$ cat src/rtl/gfx_irq_ctrl.sv
module gfx_irq_ctrl #(
  parameter int ADDR_W = 5,
  parameter int DATA_W = 32
) (
  input  logic              clk,
  input  logic              rst_n,
  input  logic [ADDR_W-1:0] reg_addr,
  input  logic              reg_wr,
  input  logic [DATA_W-1:0] reg_wdata,
  output logic [DATA_W-1:0] reg_rdata,
  input  logic              flush_done_pulse,
  input  logic              frame_done_pulse,
  input  logic              pool_exhausted,
  output logic              irq
);
  localparam int NSRC = 3;
  localparam logic [ADDR_W-1:0] A_STAT = ADDR_W'(5'h00);
  localparam logic [ADDR_W-1:0] A_ESET = ADDR_W'(5'h04);
  localparam logic [ADDR_W-1:0] A_ECLR = ADDR_W'(5'h08);
  localparam logic [ADDR_W-1:0] A_BASE = ADDR_W'(5'h0C);
  localparam logic [ADDR_W-1:0] A_SIZE = ADDR_W'(5'h10);

  logic [NSRC-1:0]   status_q, mask_q, raise;
  logic [DATA_W-1:0] base_q, size_q;
  logic              pool_empty_q, got_base_q, got_size_q;
  logic              wr_stat, wr_eset, wr_eclr, wr_base, wr_size;
  logic              base_seen, size_seen;

  assign wr_stat = reg_wr && reg_addr == A_STAT;
  assign wr_eset = reg_wr && reg_addr == A_ESET;
  assign wr_eclr = reg_wr && reg_addr == A_ECLR;
  assign wr_base = reg_wr && reg_addr == A_BASE;
  assign wr_size = reg_wr && reg_addr == A_SIZE;

  assign raise     = {frame_done_pulse, flush_done_pulse, pool_empty_q};
  assign base_seen = got_base_q | wr_base;
  assign size_seen = got_size_q | wr_size;

  always_ff @(posedge clk) begin
    if (!rst_n) begin
      status_q <= '0;
      mask_q   <= '0;
      irq      <= 1'b0;
    end else begin
      status_q <= raise | (status_q & ~(wr_stat ? reg_wdata[NSRC-1:0] : '0));
      if (wr_eset) mask_q <= mask_q | reg_wdata[NSRC-1:0];
      else if (wr_eclr) mask_q <= mask_q & ~reg_wdata[NSRC-1:0];
      irq <= |(status_q & mask_q);
    end
  end

  always_ff @(posedge clk) begin
    if (!rst_n) begin
      base_q       <= '0;
      size_q       <= '0;
      pool_empty_q <= 1'b1;
      got_base_q   <= 1'b0;
      got_size_q   <= 1'b0;
    end else begin
      if (wr_base) base_q <= reg_wdata;
      if (wr_size) size_q <= reg_wdata;
      if (pool_exhausted) begin
        pool_empty_q <= 1'b1;
        got_base_q   <= 1'b0;
        got_size_q   <= 1'b0;
      end else if (pool_empty_q) begin
        if (base_seen && size_seen) begin
          pool_empty_q <= 1'b0;
          got_base_q   <= 1'b0;
          got_size_q   <= 1'b0;
        end else begin
          got_base_q <= base_seen;
          got_size_q <= size_seen;
        end
      end
    end
  end

  always_comb begin
    reg_rdata = '0;
    case (reg_addr)
      A_STAT:         reg_rdata[NSRC-1:0] = status_q;
      A_ESET, A_ECLR: reg_rdata[NSRC-1:0] = mask_q;
      A_BASE:         reg_rdata = base_q;
      A_SIZE:         reg_rdata = size_q;
      default:        reg_rdata = '0;
    endcase
  end
endmodule

$ cat config.mk
export PLATFORM = sky130hd
export DESIGN_NAME = gfx_irq_ctrl
export DESIGN_NICKNAME = d
export VERILOG_FILES = /design/src/rtl/gfx_irq_ctrl.sv
export SDC_FILE = /design/constraint.sdc
export NUM_CORES = 1
export LEC_CHECK = 0
export BUFFER_PORTS_ARGS = -buffer_cell sky130_fd_sc_hd__buf_2
export CAP_MARGIN = 0
export CORE_UTILIZATION = 31
export DETAILED_ROUTE_END_ITERATION = 8
export GPL_TIMING_DRIVEN = 0
export SLEW_MARGIN = 0
export SYNTH_ARGS = -nofsm -noshare
export SYNTH_HDL_FRONTEND = slang
export SYNTH_SLANG_ARGS = --single-unit
$ cat constraint.sdc
create_clock -name clk -period 3.9 [get_ports clk]
set_clock_uncertainty 0.2 [all_clocks]
set_input_delay 0.585 -clock clk [delete_from_list [all_inputs] [get_ports clk]]
set_output_delay 0.585 -clock clk [all_outputs]
set_load 0.01 [all_outputs]
==> metrics.md <==
| Metric | Value |
|---|---|
| Sink of the worst hold path | `status_q[1]` |
| PostCTS Resize Cnt | `0` |
| H-tree depth | `3` |
| Worst vdd ir | `176 µV` |
| Area Growth Syn to Fin | `23.8%` |
| Layout cells sized above 1 | `24.1%` |
| Hold path cells | `2` |
| Vias in the first global route | `3421` |
| Hold crit path type | `input port to flip-flop` |
| Final Hold Fails | `0` |
| Gr ovfl total | `0` |
| Netlist cell types | `40` |
| Slew Viols, Final | `0` |
| Fin Setup TNS | `0 ps` |
| Hold Crit Start | `flush_done_pulse` |
| Post-Syn Nets | `443` |
| Overall die height | `109 µm` |
| Post-DR vias/cell | `5.54` |
| Gate Count Post-Synth | `400` |
| Nets | `526` |
| Final Wtd Congestion | `0.854` |
| Commonest cells after routing, fill and taps aside | `91 x buf_2, 74 x dfxtp_1, 71 x nand3_1` |
| Maximum clock insertion buffer count | `2` |
| Max_slew headroom | `63.9%` |
| CP arrival | `1990 ps` |
| Initial antenna violation count | `0` |
| R2R Path End | `got_base_q` |
| Critical path peak fanout | `10` |
| Register area share after synthesis | `41.9%` |
| CP endpoint kind | `output port` |
| Predominant post-synthesis flop cell | `dfxtp_1` |
| R2r worst-path depth | `2` |
| Syn_area_per_cell | `8.84 µm²` |
| CP Class | `input port to output port` |
| Post-Syn Area | `0.00354 mm²` |
| Die width | `109 µm` |
| Combinational fraction of design power | `7.7%` |
| Crit start category | `input port` |
| WP data required | `3120 ps` |
| ANT cells | `0` |
| First-pass GRT wire length | `17.6 mm` |
| Post-route ant nets | `0` |
| Psw | `0.406 mW` |
| Insertion delay of the later-clocked pin in the worst-skew pair | `330 ps` |
| Initial DRC count | `186` |
| Post-synthesis async set-or-reset flop share | `0%` |
| Pleak | `1.71 nW` |
| Total GRT Usage | `19.4%` |
| Fmax | `0.361 GHz` |
| Number of port buffers | `72` |
| TritonCTS Buffers | `9` |
| Tcrit/Tclk final | `71.1%` |
| CTS tree | `done` |
| Max_cap viols | `0` |
| Flops & latches, synth | `74` |
| Final Power | `1.77 mW` |
| Status | `completed` |
| Site row count | `38` |
| Clock power frac | `49.0%` |
| Clock sink count | `74` |
| Root buf cell | `clkbuf_16` |
| HPWL after DPL | `7.54 mm` |
| DR pass1 iterations | `5` |
| CTS Hold Bufs | `0` |
| Tmin final | `2770 ps` |
| Synth Warn # | `0` |
| R2R setup slack | `2780 ps` |
| Reg clk slew, reported paths | `60 ps` |
| Final setup vio count | `0` |
| Most common cell after layout, fill and taps aside | `buf_2` |
| Core Box Area | `0.0110 mm²` |
| Sequential Power Share | `43.4%` |
| Pwr Density | `404 mW/mm²` |
| Measured slew at the worst slew-check pin | `540 ps` |
| Drt drc | `0` |
| Wire length per cell | `17.4 µm` |
| R2r startpoint | `pool_empty_q` |
| Post-synth EDFFs | `0` |
| Power Internal | `1.36 mW` |
| RSZ-0062 raised after global routing | `false` |
| Post-Route WL | `10.9 mm` |
| Initial Util | `32.2%` |
| Largest net degree at the start of global routing | `13` |
| # IOs | `76` |
| Via count | `3466` |
| Switch share | `22.9%` |
| Die ar. | `0.0118 mm²` |
| Post-CTS Setup Inserts | `0` |
-- worst max path at each step --
stage / from / to / slack, ps / cells after the start
global route: reg_addr[4] / reg_rdata[3] / 1010 / 6
floorplan: reg_addr[4] / reg_rdata[15] / 1480 / 7
global placement: reg_addr[4] / reg_rdata[31] / 1150 / 6
detailed placement: reg_addr[4] / reg_rdata[3] / 1130 / 6
finish: reg_addr[4] / reg_rdata[1] / 1130 / 6
CTS: reg_addr[4] / reg_rdata[31] / 1130 / 6
-- cell usage after synthesis (all sizes together), types with 2 or more instances --
cell    count  area share (%)
inv         4            0.42
a21boi     64              14
nor2        3            0.32
o21ai      65             9.3
buf        29             5.1
o21a        3            0.64
a41o        3            0.85
nor4b       2             1.1
nor2b       3            0.53
nand4b      2            0.50
nand2       3            0.32
and2        2            0.35
a22o       29             7.2
nand4       2            0.35
clkbuf     15             1.6
nand3      71              10
a31oi       7             1.2
nand2b      4            0.71
a21oi       2            0.28
dfxtp      74              42
-- stage by stage --
stage	std cells	hold WS, ps	setup WS, ps	area [µm²]	util (%)
2_1_floorplan	400	242	1480	3540	-
5_1_grt	626	269	1010	4380	39.9
6_report	626	261	1130	4380	39.9
3_3_place_gp	612	260	1150	4070	37.1
3_5_place_dp	612	267	1130	4070	37.1
4_1_cts	626	259	1130	4380	39.9
-- flip-flops by register name, summed over array words and instances (netlist names), named ones only --
signal and cells:
size_q 32, base_q 32, irq 1, got_base_q 1, got_size_q 1, status_q 3, pool_empty_q 1
-- cell type report --
| cell class | count | area (µm²) |
|---|---|---|
| multi-input combinational | 278 | 1800 |
| clock buffer | 9 | 225 |
| sequential | 74 | 1480 |
| timing repair buffer | 72 | 360 |
| tap | 140 | 175 |
| inverter | 4 | 15.0 |
| clock inverter | 5 | 81.3 |
| fill | 1120 | 6610 |
| buffer | 44 | 238 |
-- logic make-up after synthesis --
family | count (synthesis) | synth area share (%)
mux | 1 | 0.283
buf+inv | 48 | 7.15
flops | 74 | 41.9
compound gates | 179 | 34.6
xor+xnor | 1 | 0.248
simple gates | 97 | 15.9
-- power groups by stage --
| stage | Clock [mW] | Sequential [mW] | Combinational [mW] |
|---|---|---|---|
| floorplan | 0 | 0.783 | 0.0739 |
| global placement | 0 | 0.784 | 0.133 |
| detailed placement | 0 | 0.784 | 0.135 |
| CTS | 0.879 | 0.767 | 0.136 |
| global route | 0.907 | 0.768 | 0.148 |
| finish | 0.867 | 0.768 | 0.136 |
-- routing by layer --
layer | track usage (%) | part of all wire, % | vias up
li1 | - | - | 1655
met4 | 4.54 | 0.71 | 0
met2 | 32.4 | 48 | 120
met5 | 0 | 0 | -
met3 | 4.36 | 6.6 | 8
met1 | 25.3 | 45 | 1683
-- critical path, stage by stage --
cell and delay [ps]:
buf_2 160, nor4b_2 360, and2_1 240, buf_2 280, a221o_1 220, buf_2 140
(Power assumes the default switching activity.)
